$ cat config.mk
export PLATFORM = sky130hd
export DESIGN_NAME = rename_flow_ctl
export DESIGN_NICKNAME = d
export VERILOG_FILES = /design/src/rtl/rn_pkg.sv /design/src/rtl/rn_skid.sv /design/src/rtl/rn_admit.sv /design/src/rtl/rename_flow_ctl.sv
export SDC_FILE = /design/constraint.sdc
export NUM_CORES = 1
export LEC_CHECK = 0
export ABC_CLOCK_PERIOD_IN_PS = 7100
export BUFFER_PORTS_ARGS = -buffer_cell sky130_fd_sc_hd__buf_4
export CORE_MARGIN = 10
export CORE_UTILIZATION = 40
export DETAILED_ROUTE_END_ITERATION = 10
export GPL_TIMING_DRIVEN = 0
export PLACE_DENSITY = 0.65
export SLEW_MARGIN = 20
export SYNTH_ARGS = -nofsm -noshare
export SYNTH_HDL_FRONTEND = slang
export SYNTH_HIERARCHICAL = 1
export SYNTH_SLANG_ARGS = --single-unit
$ cat constraint.sdc
create_clock -name clk -period 7.1 [get_ports clk]
set_input_delay 0.355 -clock clk [delete_from_list [all_inputs] [get_ports clk]]
set_output_delay 0.355 -clock clk [all_outputs]
set_load 0.05 [all_outputs]
$ cat src/rtl/rn_pkg.sv
package rn_pkg;
  parameter int TAG_W = 6;

  typedef struct packed {
    logic [TAG_W-1:0] tag;
    logic             ser_bef;
    logic             ser_aft;
    logic             mem;
  } slot_t;

  typedef enum logic [2:0] {
    ST_RUN   = 3'd0,
    ST_IDLE  = 3'd1,
    ST_SQ0   = 3'd2,
    ST_SQ1   = 3'd3,
    ST_BLK   = 3'd4,
    ST_UNBLK = 3'd5,
    ST_SER   = 3'd6
  } phase_e;

  typedef enum logic [1:0] {
    FS_ROB  = 2'd0,
    FS_IQ   = 2'd1,
    FS_LSQ  = 2'd2,
    FS_NONE = 2'd3
  } fsrc_e;
endpackage

$ cat src/rtl/rn_skid.sv
module rn_skid
  import rn_pkg::*;
#(
  parameter int W = 2,
  parameter int D = 8,
  localparam int PW = $clog2(D),
  localparam int OW = $clog2(D + 1),
  localparam int NW = $clog2(W + 1)
) (
  input  logic          clk,
  input  logic          rst,
  input  logic          flush,
  input  logic [NW-1:0] push_n,
  input  slot_t         push_d [W],
  input  logic [NW-1:0] pop_n,
  output slot_t         head   [W],
  output logic [OW-1:0] occ
);
  slot_t         mem_q [D];
  logic [PW-1:0] rd_q, wr_q;
  logic [OW-1:0] occ_q;

  always_ff @(posedge clk) begin
    for (int j = 0; j < W; j++) begin
      if (NW'(j) < push_n) mem_q[wr_q + PW'(j)] <= push_d[j];
    end
  end

  always_ff @(posedge clk) begin
    if (rst || flush) begin
      rd_q  <= '0;
      wr_q  <= '0;
      occ_q <= '0;
    end else begin
      wr_q  <= wr_q + PW'(push_n);
      rd_q  <= rd_q + PW'(pop_n);
      occ_q <= occ_q + OW'(push_n) - OW'(pop_n);
    end
  end

  generate
    for (genvar k = 0; k < W; k++) begin : g_head
      assign head[k] = mem_q[rd_q + PW'(k)];
    end
  endgenerate

  assign occ = occ_q;

  AST_SKID_ROOM: assert property (@(posedge clk) disable iff (rst || flush)
    (int'(occ_q) + int'(push_n) - int'(pop_n) <= D));
  AST_POP_HELD: assert property (@(posedge clk) disable iff (rst || flush)
    (OW'(pop_n) <= occ_q));
endmodule

$ cat src/rtl/rn_admit.sv
module rn_admit
  import rn_pkg::*;
#(
  parameter int W  = 2,
  parameter int D  = 8,
  parameter int CW = 6,
  localparam int OW = $clog2(D + 1),
  localparam int NW = $clog2(W + 1)
) (
  input  slot_t         head [W],
  input  logic [OW-1:0] occ,
  input  logic          ser_next,
  input  logic          rob_empty,
  input  logic [CW-1:0] inflight,
  input  logic [CW-1:0] free_rob,
  input  logic [CW-1:0] free_iq,
  input  logic [CW-1:0] free_lsq,
  input  logic          stall,
  output logic [NW-1:0] take_n,
  output fsrc_e         src,
  output logic          ser_wait,
  output logic          cap_blk
);
  logic [CW-1:0] rob_av, iq_av, lsq_av, mcnt;
  logic          stop, is_ser;

  always_comb begin
    rob_av   = (free_rob > inflight) ? free_rob - inflight : '0;
    iq_av    = (free_iq  > inflight) ? free_iq  - inflight : '0;
    lsq_av   = (free_lsq > inflight) ? free_lsq - inflight : '0;
    take_n   = '0;
    src      = FS_NONE;
    ser_wait = 1'b0;
    cap_blk  = 1'b0;
    stop     = stall;
    mcnt     = '0;
    is_ser   = 1'b0;
    for (int k = 0; k < W; k++) begin
      is_ser = head[k].ser_bef || ((k == 0) && ser_next);
      if (!stop && (OW'(k) < occ)) begin
        if (is_ser && (k != 0)) begin
          stop = 1'b1;
        end else if (is_ser && !(rob_empty && (inflight == '0))) begin
          stop = 1'b1; ser_wait = 1'b1;
        end else if (CW'(k + 1) > rob_av) begin
          stop = 1'b1; cap_blk = 1'b1; src = FS_ROB;
        end else if (CW'(k + 1) > iq_av) begin
          stop = 1'b1; cap_blk = 1'b1; src = FS_IQ;
        end else if (mcnt + CW'(head[k].mem) > lsq_av) begin
          stop = 1'b1; cap_blk = 1'b1; src = FS_LSQ;
        end else begin
          take_n = NW'(k + 1);
          mcnt   = mcnt + CW'(head[k].mem);
          if (is_ser || head[k].ser_aft) stop = 1'b1;
        end
      end
    end
  end
endmodule

$ cat src/rtl/rename_flow_ctl.sv
module rename_flow_ctl
  import rn_pkg::*;
#(
  parameter int W  = 2,
  parameter int D  = 8,
  parameter int CW = 6,
  localparam int NW = $clog2(W + 1),
  localparam int OW = $clog2(D + 1)
) (
  input  logic            clk,
  input  logic            rst,
  input  logic [NW-1:0]   in_cnt,
  input  logic [W*TAG_W-1:0] in_tag,
  input  logic [W-1:0]    in_ser,
  input  logic [W-1:0]    in_sera,
  input  logic [W-1:0]    in_mem,
  input  logic [CW-1:0]   free_rob,
  input  logic [CW-1:0]   free_iq,
  input  logic [CW-1:0]   free_lsq,
  input  logic            rob_empty,
  input  logic [NW-1:0]   ack_cnt,
  input  logic            stall_exe,
  input  logic            stall_cmt,
  input  logic            squash,
  output logic [NW-1:0]   out_cnt,
  output logic [W*TAG_W-1:0] out_tag,
  output logic            hold,
  output logic [1:0]      full_src,
  output logic [2:0]      phase
);
  phase_e        ph_q, ph_d;
  fsrc_e         fs_q, src;
  logic [CW-1:0] infl_q, infl_d;
  logic          sn_q, sn_d;
  logic [NW-1:0] cnt_q, push_n, pop_n, take_n;
  logic [W*TAG_W-1:0] tag_q;
  logic          hold_q, sq_mode, stall, ser_wait, cap_blk;
  logic [OW-1:0] occ, rem, new_occ;
  slot_t         in_slot [W];
  slot_t         head    [W];

  generate
    for (genvar k = 0; k < W; k++) begin : g_in
      assign in_slot[k] = '{tag: in_tag[k*TAG_W +: TAG_W], ser_bef: in_ser[k],
                            ser_aft: in_sera[k], mem: in_mem[k]};
    end
  endgenerate

  assign sq_mode = (ph_q == ST_SQ0) || (ph_q == ST_SQ1);
  assign stall   = stall_exe || stall_cmt;
  assign push_n  = (squash || sq_mode) ? '0 : in_cnt;
  assign pop_n   = (squash || sq_mode) ? '0 : take_n;

  rn_skid #(.W(W), .D(D)) u_skid (
    .clk(clk), .rst(rst), .flush(squash), .push_n(push_n), .push_d(in_slot),
    .pop_n(pop_n), .head(head), .occ(occ));

  rn_admit #(.W(W), .D(D), .CW(CW)) u_admit (
    .head(head), .occ(occ), .ser_next(sn_q), .rob_empty(rob_empty), .inflight(infl_q),
    .free_rob(free_rob), .free_iq(free_iq), .free_lsq(free_lsq), .stall(stall),
    .take_n(take_n), .src(src), .ser_wait(ser_wait), .cap_blk(cap_blk));

  always_comb begin
    rem     = occ - OW'(pop_n);
    new_occ = squash ? '0 : rem + OW'(push_n);
    infl_d  = infl_q;
    sn_d    = sn_q;
    if (squash) begin
      infl_d = '0;
      sn_d   = 1'b0;
    end else if (!sq_mode) begin
      infl_d = infl_q + CW'(pop_n) - CW'(ack_cnt);
      if (pop_n != '0) sn_d = head[pop_n - 1'b1].ser_aft;
    end
    if (squash)                 ph_d = ST_SQ0;
    else if (ph_q == ST_SQ0)    ph_d = ST_SQ1;
    else if (ph_q == ST_SQ1)    ph_d = ST_RUN;
    else if (stall)             ph_d = ST_BLK;
    else if (ser_wait)          ph_d = ST_SER;
    else if (cap_blk)           ph_d = ST_BLK;
    else if (ph_q inside {ST_BLK, ST_UNBLK, ST_SER})
                                ph_d = (rem == '0) ? ST_RUN : ST_UNBLK;
    else                        ph_d = (new_occ == '0) ? ST_IDLE : ST_RUN;
  end

  always_ff @(posedge clk) begin
    if (rst) begin
      ph_q   <= ST_IDLE;
      fs_q   <= FS_NONE;
      infl_q <= '0;
      sn_q   <= 1'b0;
      cnt_q  <= '0;
      tag_q  <= '0;
      hold_q <= 1'b0;
    end else begin
      ph_q   <= ph_d;
      fs_q   <= (squash || sq_mode) ? FS_NONE : src;
      infl_q <= infl_d;
      sn_q   <= sn_d;
      cnt_q  <= pop_n;
      hold_q <= new_occ > OW'(D - W);
      for (int k = 0; k < W; k++)
        tag_q[k*TAG_W +: TAG_W] <= (NW'(k) < pop_n) ? head[k].tag : '0;
    end
  end

  assign out_cnt  = cnt_q;
  assign out_tag  = tag_q;
  assign hold     = hold_q;
  assign full_src = fs_q;
  assign phase    = ph_q;

  AST_ACK_BOUND: assert property (@(posedge clk) disable iff (rst)
    (ack_cnt <= NW'(W)) && (CW'(ack_cnt) <= infl_q));
  AST_SQ_STEP: assert property (@(posedge clk) disable iff (rst)
    (ph_q == ST_SQ0) && !squash |=> (ph_q == ST_SQ1));
  AST_SQ_EXIT: assert property (@(posedge clk) disable iff (rst)
    (ph_q == ST_SQ1) && !squash |=> (ph_q == ST_RUN));
  AST_STALL_HOLDS: assert property (@(posedge clk) disable iff (rst)
    stall && !squash && !sq_mode |=> (cnt_q == '0) && (ph_q == ST_BLK));
  AST_SER_QUIET: assert property (@(posedge clk) disable iff (rst)
    (ph_q == ST_SER) |-> (cnt_q == '0));
  AST_FULL_BLOCKS: assert property (@(posedge clk) disable iff (rst)
    (fs_q != FS_NONE) |-> (ph_q == ST_BLK));
  AST_IDLE_EMPTY: assert property (@(posedge clk) disable iff (rst)
    (ph_q == ST_IDLE) |-> (occ == '0));
  AST_HOLD_RESPECTED: assert property (@(posedge clk) disable iff (rst)
    hold_q && !squash && !sq_mode |-> (in_cnt == '0));
endmodule

# After elaboration in Yosys (flattened, before gate mapping)
# Memories as Yosys holds them, arrays and structs flattened. A register that Yosys moved wholly into a read port is not among the register bits.
# Index checks and enable logic that the tools add are counted.
# word_totals
ff_bits	37
mem_bits_rw	72
in_bits	46
out_inout_bits	20
elab_cells	151
n_memories	1
# op_classes
addsub	15
order_cmp	17
n_eq_ne	5
muxes	72
bitwise	4
reduce_logical	25
# memory_table
name	words	width	read_ports	rd_clocked_by_memory_dff	write_ports	line	text
u_skid.mem_q	8	9	2	1	2	rn_skid.sv:19	slot_t mem_q [D];
# op_table
op	count
2-bit 2-to-1 mux	28
6-bit 2-to-1 mux	7
1-bit 2-to-1 mux	30
6-bit > comparator	4
3-bit 2-to-1 mux	6
6-bit subtractor	3
1-bit by 6-bit > comparator with 1-bit output, first input constant	2
2-bit by 6-bit > comparator with 1-bit output, first input constant	2
3-bit equality test, second input constant	3
4-bit by 2-bit adder with 4-bit output	2
4-bit logical NOT	2
1-bit by 2-bit less-than comparator with 1-bit output, first input constant	4
1-bit by 4-bit less-than comparator with 1-bit output, first input constant	2
2-bit OR reduction	4
4-bit by 2-bit subtractor with 4-bit output	2
3-bit by 1-bit adder with 3-bit output, second input constant	2
3-bit by 2-bit adder with 3-bit output	2
6-bit by 1-bit adder with 6-bit output	1
6-bit by 2-bit adder with 6-bit output	1
3-bit by 2-bit equality test with 1-bit output, second input constant	2
1-bit by 6-bit > comparator with 1-bit output	1
6-bit logical NOT	1
1-bit logical OR	6
6-bit by 2-bit subtractor with 6-bit output	1
12 further kinds	20

# Longest topological paths before layout
# Gate-level depths: netlist of run 1.
# depth
word_depth	29
depth_mapped	29
depth_no_buf	29

# Cells and area by module
# Netlist of run 1, hierarchy kept.
# by_module_without_submodules
module	instances	cells_each	area_each_um2	seq_area_each_um2
rn_skid	1	287	4797.1	2362.3
rename_flow_ctl	1	154	1431.4	540.5
rn_admit	1	151	1131.1	0.0

# Least setup slack after synthesis of run 1
# No wires, ideal clock.
# synth_timing
path_kind	register -> register
start	register u_skid.rd_q[1]
end	register ph_q[0], in the netlist phase[0]
setup_time_ps	124
arrival_time_ps	5592
t_required_ps	6976
slack_ps	1384
stages_incl_launch_ff	29
path_buffers	2
synth_period_minus_slack_ps	5716
path_cell_list	dfxtp_1 buf_2 buf_2 mux4_2 mux2_2 inv_1 a2111o_1 a2bb2oi_1 o2111ai_2 nor3_1 ha_1 ha_1 nand2_1 a21oi_1 o32ai_1 nand4b_1 nor3_1 nor3_1 nand2_1 inv_1 ha_1 inv_2 fa_1 ha_1 a21oi_1 nor2b_1 a22oi_1 o211ai_1 o21ai_1
# synth_between
elab_chain_cells	23
word_cells_on_any_way	35
cone_classes	add/sub (4); order compare (1); mux (26); reduce/logical (3); memory (1)
# synth_lines
element	line	text
from (decl)	rn_skid.sv:20	logic [PW-1:0] rd_q, wr_q;
from (signal assigned)	rn_skid.sv:36	rd_q <= rd_q + PW'(pop_n);
3-bit by 1-bit adder with 3-bit output *	rn_skid.sv:43	assign head[k] = mem_q[rd_q + PW'(k)];
memory 8 x 9 bit *	--	
6-bit by 1-bit adder with 6-bit output	rn_admit.sv:49	end else if (mcnt + CW'(head[k].mem) > lsq_av) begin
6-bit > comparator	rn_admit.sv:49	
2-bit 2-to-1 mux	rn_admit.sv:49	
2-bit 2-to-1 mux	rn_admit.sv:47	end else if (CW'(k + 1) > iq_av) begin
2-bit 2-to-1 mux	rn_admit.sv:45	end else if (CW'(k + 1) > rob_av) begin
2-bit 2-to-1 mux	rn_admit.sv:43	end else if (is_ser && !(rob_empty && (inflight == '0))) begin
[... 2 more ...]	--	
net take_n[1]	rename_flow_ctl.sv:35	logic [NW-1:0] cnt_q, push_n, pop_n, take_n;
[... 5 more ...]	--	
1-bit 2-to-1 mux	rename_flow_ctl.sv:83	else ph_d = (new_occ == '0) ? ST_IDLE : ST_RUN;
3-bit 2-to-1 mux *	rename_flow_ctl.sv:81	else if (ph_q inside {ST_BLK, ST_UNBLK, ST_SER})
3-bit 2-to-1 mux *	rename_flow_ctl.sv:80	else if (cap_blk) ph_d = ST_BLK;
3-bit 2-to-1 mux *	rename_flow_ctl.sv:79	else if (ser_wait) ph_d = ST_SER;
3-bit 2-to-1 mux *	rename_flow_ctl.sv:78	else if (stall) ph_d = ST_BLK;
2-bit 2-to-1 mux *	rename_flow_ctl.sv:77	else if (ph_q == ST_SQ1) ph_d = ST_RUN;
2-bit 2-to-1 mux *	rename_flow_ctl.sv:76	else if (ph_q == ST_SQ0) ph_d = ST_SQ1;
2-bit 2-to-1 mux *	rename_flow_ctl.sv:75	if (squash) ph_d = ST_SQ0;
to (signal assigned)	rename_flow_ctl.sv:96	ph_q <= ph_d;
to (decl)	rename_flow_ctl.sv:31	phase_e ph_q, ph_d;
# The timed path passes the listed nets; every way through them passes the cells marked *.
# A chain may end at the register's enable or synchronous reset.

# Worst setup path in the final report of run 1
# Ends and elaborated chain as after synthesis.

==> results of run 1 <==
metrics by stage:
stage	utilization [%]	worst slack, ns	hold slack [ns]	area [um^2]
6_report	47.4	0.668	0.269	8540
5_1_grt	47.4	0.0705	0.277	8540
4_1_cts	47.3	0.242	0.266	8520
3_5_place_dp	45.5	0.257	0.480	8200
3_3_place_gp	45.1	0.318	0.477	8130
2_1_floorplan	-	1.38	0.426	7360
flip-flops by register name, indices dropped and copies added (netlist names):
name          cells
u_skid/mem_q     72
out_tag          12
infl_q            6
u_skid/occ        4
phase             3
u_skid/rd_q       3
u_skid/wr_q       3
full_src          2
out_cnt           2
hold              1
sn_q              1
cell type report:
cell class / count / share of cell area, %
Sequential cell: 109 / 34.0
Inverter: 46 / 2.02
Clock buffer: 10 / 2.68
Tap cell: 229 / 3.35
Clock inverter: 6 / 1.08
Multi-Input combinational cell: 421 / 49.9
Buffer: 15 / 1.05
Timing Repair Buffer: 67 / 5.93
power breakdown:
group / switching [W] / internal (W)
registers: 0.0000147 / 0.000694
logic: 0.000172 / 0.000151
clock network: 0.000239 / 0.000314
worst max-delay path, delay by kind of cell, from the launching register on:
family	cells	cell delay, ns
AO/OA/AOI/OAI	9	1.44
flip-flops	1	0.39
multiplexers	2	0.86
AND/OR/NAND/NOR	7	1.32
adder cells (fa/ha/maj)	5	1.39
buffers and inverters	5	0.93
cells by family (layout without fill, tap and decap cells):
family,after synthesis,count (layout),share of synthesized area [%]
simple gates,135,135,10.5
mux,128,128,25.1
buf+inv,62,144,3.50
flops,109,109,39.4
fa+ha+maj,49,49,9.45
compound gates,92,92,9.64
xor+xnor,17,17,2.43
cells in the mapped netlist, types with 5 or more instances:
master / instances
mux2_2: 90
edfxtp_1: 72
inv_1: 45
ha_1: 38
dfxtp_1: 37
mux4_2: 36
nor2_1: 24
and2_1: 21
nand2_1: 17
a21oi_1: 16
nor3_1: 12
buf_2: 11
fa_1: 11
nand3_1: 10
a21o_1: 7
o21ai_0: 7
xnor2_1: 7
a211oi_1: 6
xor2_1: 6
nand2b_1: 5
nor2_2: 5
nor2b_1: 5
or3_1: 5
per-layer routing:
metal  routed length [um]  global-route usage [%]  part of all wire [%]  vias up
met3                 1110                    2.62                   5.9       36
met5                    0                       0                     0        -
li1                     -                       -                     -     2429
met2                 9290                    26.2                    50      186
met1                 7840                    19.5                    42     2586
met4                  450                    5.93                   2.4        0
path summary, 6_finish.rpt:
check                           slack [ns]  cells past startpoint       endpoint      startpoint
worst max register to register        0.67                     28       phase[0]  u_skid/rd_q[1]
worst min-delay path                  0.27                      2  u_skid/occ[1]             rst
worst max-delay path                  0.67                     28       phase[0]  u_skid/rd_q[1]
worst min register to register        0.51                      2      infl_q[5]       infl_q[5]
repair_timing:
| item | 4_1_cts | 5_1_grt |
|---|---|---|
| hold endpoints to repair | 0 | 0 |
| setup endpoints to repair | 0 | 4 |
| resized for setup | 0 | 6 |
==> out/qor.csv, run 1 <==
metric,value,unit
drt-pass1-iter-count,4,
dieArea,24200,um^2
h-tree-depth,3,
syn-instance-count,592,
drive_gt1_share,38.7,%
critPathSlowestCell,mux4_2,
start_util,40.8,%
worstPathArrival,6.67,ns
synth_edf_count,72,
grt_max_degree,19,
slowest_delay,0.56,ns
crit_required,7.34,ns
multiInputGateArea,4260,um^2
tightest_slew,0.829,ns
peakVddDrop,0.103,mV
regArea,2900,um^2
clk_path_buf_depth,2,
drtIter0Drc,400,
stdcell_count,903,
clkLatencyLatePin,0.35,ns
fin_crit,6.43,ns
final_nets,764,
cp_max_fo,10,
pwr_density_cell,186,nW/um^2
antenna_found_initial,0,
synth-main-ff-cell,edfxtp_1,
clk_pin_slew,0.08,ns
crit_top_cell,ha_1,
p_leak,3.15,nW
layout_common_cells,"mux2_2 (90), edfxtp_1 (72), buf_4 (67), inv_1 (45), ha_1 (38)",
dieHeight,156,um
layout_commonest_cell,mux2_2,
vias,5237,
synth_fp_nets,687,
synth_top_area_cell,edfxtp_1,
io_pins,66,
synthArstFlopShare,0,%
drv_cap,0,
cts_tree,done,
ys_warn_count,6,
dp_hpwl,13500,um
fmax,155,MHz
cts_made_buffers,9,
cts_hold_buf,0,
fin_skew,0.0106,ns
track_usage,15.5,%
avgRoutedWirePerCell,20.7,um
finalSetupViolCount,0,
gp_routability_congestion,0.777,
core_area,18000,um^2
startpoint_type,register,
ys_types,81,
post_cts_buffers,0,
clkSinkCount,109,
ys_seq_area_share,39.4,%
power,0.00158,W
end_kind,register,
maxSlewViolCount,0,
rsz0062_at_grt,no,
hp-class,in2reg,
route.detailed.drc,0,
criticalPathCategory,reg2reg,
finalCritPeriodShare,90.6,%
hold_viol,0,
netlist_area,7360,um^2
areaGrowthSynthToFinish,16.0,%
rows,49,
ys_top_cells_by_area,"edfxtp_1 (29%), mux2_2 (14%), mux4_2 (11%)",
ys_seq_elements,109,
io_buffers,65,
die_w,156,um
cts-root-buf,clkbuf_16,
tns,0,ns
grt_pass1_wl,30000,um
via_per_inst,5.80,
antennaDiodeCount,0,
postRouteAntennaNets,0,
place_inst,888,
grt_pass1_vias,5529,
status,completed,
fillers,1608,
synth_top_area_share,29.4,%
relSlewSlack,44.7,%
grt-ovfl-total,0,
syn_area_per_cell,12.4,um^2
wl,18700,um
(Power assumes the default switching activity.)
==> run 2, diff against run 1 <==
ABC_AREA = 1   (was not set)
ABC_CLOCK_PERIOD_IN_PS = 6700   (was 7100)
clock period = 6.7 ns   (was 7.1 ns; I/O delays follow)
==> run 2 against run 1 <==
Compared with the run above: sequential power increased by 5.8%; non-clock buffer count increased by 18; clock skew increased by 0.00066 ns; clock-buffer cell count decreased by 1; combinational power increased by 29%; cell count increased by 76%; via count increased by 53%; maximum frequency increased by 16%; flip-flop and latch count unchanged; register-to-register slack improved by 0.50 ns.
==> out/qor.csv, run 2 <==
metric,value,unit,change
status,completed,,unchanged
clkSinkCount,109,,unchanged
postRouteAntennaNets,0,,unchanged
fmax,181,MHz,was 155 MHz
finalSetupViolCount,0,,unchanged
route.detailed.drc,0,,unchanged
worstPathArrival,5.80,ns,was 6.67 ns
place_inst,1573,,was 888
tightest_slew,1.05,ns,was 0.829 ns
track_usage,17.3,%,was 15.5%
synthMostInstantiatedCell,nand2_1,,was mux2_2
tns,0,ns,unchanged
hp-class,in2reg,,unchanged
grt_pass1_vias,7438,,"was 5,529"
synthMuxAreaShare,0,%,was 25.1%
startpoint_type,register,,unchanged
top_register,u_skid/mem_q,,unchanged
rsz0062_at_grt,no,,unchanged
synth_compound_area_share,3.06,%,was 9.64%
clkLatencyLatePin,0.36,ns,was 0.35 ns
ys_top_cells_by_area,"edfxtp_1 (25%), nand2_1 (21%), nand3_1 (9.5%)",,"was edfxtp_1 (29%), mux2_2 (14%), mux4_2 (11%)"
h-tree-depth,3,,unchanged
stdcell_count,1589,,was 903
wl,25000,um,"was 18,700 um"
crit_top_cell,nand2_1,,was ha_1
synth_top_area_share,24.8,%,was 29.4%
drtIter0Drc,908,,was 400
ys_seq_area_share,33.3,%,was 39.4%
ys_warn_count,6,,unchanged
drive_gt1_share,13.3,%,was 38.7%
fin_crit,5.54,ns,was 6.43 ns
grt_pass1_wl,39900,um,"was 30,000 um"
clk_path_buf_depth,2,,unchanged
critPathSlowestCell,fa_1,,was mux4_2
maxSlewViolCount,0,,unchanged
p_leak,4.94,nW,was 3.15 nW
layout_commonest_cell,nand2_1,,was mux2_2
syn-instance-count,1251,,was 592
synthSimpleGateAreaFrac,40.7,%,was 10.5%
synth_edf_count,72,,unchanged
vias,7995,,"was 5,237"
cts_tree,done,,unchanged
crit_required,6.96,ns,was 7.34 ns
cts_resized,0,,unchanged
relSlewSlack,29.4,%,was 44.7%
pwr_density_cell,180,nW/um^2,was 186 nW/um^2
core_area,21200,um^2,"was 18,000 um^2"
cp_max_fo,6,,was 10
grt_max_degree,22,,was 19
peakVddDrop,0.0967,mV,was 0.103 mV
netlist_area,8720,um^2,was 7360 um^2
layout_common_cells,"nand2_1 (494), inv_1 (181), nand3_1 (165), edfxtp_1 (72), nor2_1 (51)",,"was mux2_2 (90), edfxtp_1 (72), buf_4 (67), inv_1 (45), ha_1 (38)"
criticalPathCategory,reg2reg,,unchanged
synth-main-ff-cell,edfxtp_1,,unchanged
fin_skew,0.0112,ns,was 0.0106 ns
areaGrowthSynthToFinish,11.6,%,was 16.0%
synth_fa_ha_area_share,7.98,%,was 9.45%
fin_area,9730,um^2,was 8540 um^2
io_buffers,47,,was 65
final_nets,1404,,was 764
slowest_delay,0.52,ns,was 0.56 ns
die_w,168,um,was 156 um
dieHeight,168,um,was 156 um
largest_register_ffs,72,,unchanged
synth_top_area_cell,edfxtp_1,,unchanged
synth_top_family_by_area,simple AND/OR/NAND/NOR gates,,was multiplexers
avgRoutedWirePerCell,15.7,um,was 20.7 um
cts-root-buf,clkbuf_16,,unchanged
synthArstFlopShare,0,%,unchanged
dp_hpwl,19500,um,"was 13,500 um"
hold_viol,0,,unchanged
finalCritPeriodShare,82.6,%,was 90.6%
start_util,41.1,%,was 40.8%
post_cts_buffers,0,,unchanged
syn_area_per_cell,6.97,um^2,was 12.4 um^2
io_pins,66,,unchanged
post-place-ws,1.14,ns,was 0.257 ns
drt-pass1-iter-count,6,,was 4
power,0.00175,W,was 0.00158 W
grt-ovfl-total,0,,unchanged
setup_slack,1.16,ns,was 0.668 ns
antennaDiodeCount,0,,unchanged
end_kind,register,,unchanged
synth-xor-area-share,1.32,%,was 2.43%
ys_seq_elements,109,,unchanged
ys_types,48,,was 81
placed_area,9420,um^2,was 8200 um^2
ys_top_cells_by_count,"nand2_1 (494), inv_1 (181), nand3_1 (165)",,"was mux2_2 (90), edfxtp_1 (72), inv_1 (45)"
rows,53,,was 49
drv_cap,0,,unchanged
via_per_inst,5.03,,was 5.80
clk_pin_slew,0.08,ns,about the same
dieArea,28100,um^2,"was 24,200 um^2"
cts_hold_buf,0,,unchanged
synth_fp_nets,1346,,was 687
cts_made_buffers,9,,unchanged
antenna_found_initial,0,,unchanged
gp_routability_congestion,0.949,,was 0.777
-- run 2: power by group --
part	switching, W	internal (W)
Combinational	0.000263	0.000155
Clock	0.000278	0.000302
Sequential	0.0000138	0.000736
-- run 2: logic make-up (layout without fill, tap and decap cells) --
logic type,count (synthesis),in the layout
flops,109,109
simple gates,785,785
buf+inv,251,314
fa+ha+maj,49,49
compound gates,46,46
xor+xnor,11,11
-- run 2: path summary, 6_finish.rpt --
| kind | from | endpoint | slack [ns] | depth (start not counted) |
|---|---|---|---|---|
| setup / recovery | infl_q[0] | phase[0] | 1.16 | 39 |
| hold / removal | rst | hold | 0.21 | 2 |
| setup reg to reg | infl_q[0] | phase[0] | 1.16 | 39 |
| hold reg to reg | infl_q[5] | infl_q[5] | 0.51 | 2 |
-- run 2: metal layers --
metal	global-route usage, %	vias up	share of wire (%)
met4	7.19	0	3.2
met5	0	-	0
li1	-	4035	-
met2	26.3	295	43
met1	23.5	3625	46
met3	3.44	40	7.3
-- run 2: final cells by class --
| cell class | instances | area, um^2 |
|---|---|---|
| repair buffers | 47 | 353 |
| plain buffers | 53 | 448 |
| fillers | 2170 | 11500 |
| inverters | 198 | 744 |
| clock inverters | 7 | 92.6 |
| flip-flops and latches | 109 | 2900 |
| well taps | 275 | 344 |
| clock buffers | 9 | 225 |
| multi-input cells | 891 | 4620 |
-- run 2: critical path: cells and delay by family (launching register included) --
kind / cells / cell delay [ns]
AOI/OAI and AO/OA: 2 / 0.36
adders and majority gates: 7 / 2.26
buffers and inverters: 5 / 0.35
DFF: 1 / 0.49
and+or+nand+nor: 25 / 1.96
-- run 2: metrics by stage --
step | hold slack [ns] | utilization, %
2_1_floorplan | 0.404 | -
3_3_place_gp | 0.494 | 44.4
3_5_place_dp | 0.496 | 44.4
4_1_cts | 0.212 | 45.9
5_1_grt | 0.224 | 45.9
6_report | 0.215 | 45.9
==> run 3, diff against run 2 <==
ABC_CLOCK_PERIOD_IN_PS = 5000   (was 6700)
PLACE_DENSITY = 0.67   (was 0.65)
clock period = 5 ns   (was 6.7 ns; I/O delays follow)
==> run 3 against run 2 <==
Compared with the run above: cell area grew 2.5%; flip-flop and latch count stayed put; via count increased by 1.3%; maximum frequency up 12%; clock-buffer cell count did not move; clock power is 23% higher; hold slack worse by 0.10 ns; critical endpoint unchanged; largest cell class unchanged; largest power group unchanged.
==> out/qor.csv, run 3 (same netlist as run 2, synthesis figures left out) <==
metric,value,unit,change
drive_gt1_share,17.2,%,was 13.3%
postRouteAntennaNets,0,,unchanged
setup_slack,0.0415,ns,was 1.16 ns
maxSlewViolCount,0,,unchanged
dieArea,28100,um^2,unchanged
r2r_cells,39,,unchanged
crit_top_cell,nand2_1,,unchanged
track_usage,17.2,%,was 17.3%
drt-pass1-iter-count,6,,unchanged
clkLatencyLatePin,0.36,ns,about the same
core_area,21200,um^2,unchanged
slowest_delay,0.51,ns,was 0.52 ns
crit_required,5.26,ns,was 6.96 ns
largest_register_ffs,72,,unchanged
finalSetupViolCount,0,,unchanged
hold_viol,0,,unchanged
clk_pin_slew,0.08,ns,about the same
top_register,u_skid/mem_q,,unchanged
areaGrowthSynthToFinish,14.4,%,was 11.6%
finalCritPeriodShare,99.2,%,was 82.6%
fin_skew,0.0103,ns,was 0.0112 ns
p_clk_share,30.7,%,was 33.2%
layout_commonest_cell,nand2_1,,unchanged
grt-ovfl-total,0,,unchanged
gp_routability_congestion,0.932,,was 0.949
pwr_density_cell,233,nW/um^2,was 180 nW/um^2
worstReg2RegEnd,phase[0],,unchanged
hold_start,rst,,unchanged
grt_pass1_vias,7477,,"was 7,438"
h-tree-depth,3,,unchanged
whs_endpoint,hold,,unchanged
dp_hpwl,19300,um,"was 19,500 um"
fin_crit,4.96,ns,was 5.54 ns
post-place-ws,-0.534,ns,was 1.14 ns
io_buffers,47,,unchanged
end_kind,register,,unchanged
p_leak,4.99,nW,was 4.94 nW
hp-class,in2reg,,unchanged
switching_share,32.2,%,was 31.8%
clkSinkCount,109,,unchanged
fillers,2132,,"was 2,170"
grt_pass1_wl,39700,um,"was 39,900 um"
criticalPathCategory,reg2reg,,unchanged
die_w,168,um,unchanged
fmax,202,MHz,was 181 MHz
worstPathArrival,5.22,ns,was 5.80 ns
cp_max_fo,4,,was 6
dieHeight,168,um,unchanged
internal-power,0.00157,W,was 0.00119 W
via_per_inst,5.07,,was 5.03
route.detailed.drc,0,,unchanged
r2r_slack,0.04,ns,was 1.16 ns
clk_path_buf_depth,2,,unchanged
tightest_slew,0.949,ns,was 1.05 ns
antennaDiodeCount,0,,unchanged
tns,0,ns,unchanged
rsz0062_at_grt,yes,,was no
relSlewSlack,36.3,%,was 29.4%
status,completed,,unchanged
switchingPower,0.000747,W,was 0.000555 W
grt_max_degree,21,,was 22
start_util,41.1,%,unchanged
seq_power_share,43.3,%,was 42.9%
layout_common_cells,"nand2_1 (490), inv_1 (173), nand3_1 (163), edfxtp_1 (72), buf_4 (59)",,"was nand2_1 (494), inv_1 (181), nand3_1 (165), edfxtp_1 (72), nor2_1 (51)"
antenna_found_initial,0,,unchanged
final_nets,1412,,"was 1,404"
startpoint_type,register,,unchanged
drv_cap,0,,unchanged
cts_tree,done,,unchanged
cts-root-buf,clkbuf_16,,unchanged
rows,53,,unchanged
vias,8099,,"was 7,995"
wl,25000,um,about the same
drtIter0Drc,882,,was 908
io_pins,66,,unchanged
peakVddDrop,0.154,mV,was 0.0967 mV
min_path_cells,2,,unchanged
p_comb_share,26.0,%,was 23.9%
avgRoutedWirePerCell,15.6,um,was 15.7 um
r2r-start,infl_q[0],,unchanged
critPathSlowestCell,fa_1,,unchanged
cts_made_buffers,9,,unchanged
run 3: worst max-delay path: cells and delay by family (launching register included):
family / cells / cell delay, ns
AOI/OAI and AO/OA: 1 / 0.15
adders and majority gates: 7 / 2.13
buffers and inverters: 6 / 0.37
DFF: 1 / 0.40
and+or+nand+nor: 25 / 1.80
run 3: cell type report:
cell class | count | area, um^2 | share of cell area [%]
timing repair buffer | 55 | 413 | 4.14
inverter | 198 | 749 | 7.51
sequential | 109 | 2910 | 29.2
clock buffer | 9 | 225 | 2.26
multi-input combinational | 891 | 4790 | 48.0
tap | 275 | 344 | 3.45
clock inverter | 7 | 65.1 | 0.652
buffer | 53 | 474 | 4.75
run 3: timing repair:
item	CTS	global route
pin swaps	12	14
gates resized for setup	27	37
setup buffers	5	3
setup endpoints to repair	4	6
hold buffers	0	0
run 3: how the worst max path moves through the flow:
| stage | start | end | slack (ns) | cells past startpoint |
|---|---|---|---|---|
| global route | infl_q[0] | phase[0] | -0.26 | 42 |
| global placement | infl_q[0] | phase[0] | -0.49 | 39 |
| detailed placement | infl_q[0] | phase[0] | -0.53 | 39 |
| finish | infl_q[0] | phase[0] | 0.04 | 39 |
| floorplan | infl_q[0] | phase[0] | 0.08 | 39 |
| CTS | infl_q[0] | phase[0] | 0.003 | 38 |
run 3: per-layer routing:
metal,up-vias,GRT usage (%),part of all wire [%]
met5,-,0,0
met4,0,7.23,3.5
met3,43,2.57,7.5
met2,311,26.7,44
met1,3692,23.3,45
li1,4053,-,-
run 3: power groups by stage:
stage | clock [W] | sequential, W | combinational (W)
5_1_grt | 0.000759 | 0.00101 | 0.000680
4_1_cts | 0.000723 | 0.00100 | 0.000583
6_report | 0.000711 | 0.00100 | 0.000603
3_3_place_gp | 0 | 0.00102 | 0.000546
2_1_floorplan | 0 | 0.00103 | 0.000420
3_5_place_dp | 0 | 0.00102 | 0.000555
run 3: metrics by stage:
stage	hold slack [ns]	total power [W]	area (um^2)	cells	utilization, %
3_5_place_dp	0.501	0.00158	9420	1573	44.4
3_3_place_gp	0.495	0.00157	9420	1573	44.4
2_1_floorplan	0.319	0.00145	8720	1251	-
4_1_cts	0.114	0.00231	9840	1594	46.4
5_1_grt	0.132	0.00245	9970	1597	47.0
6_report	0.114	0.00232	9970	1597	47.0
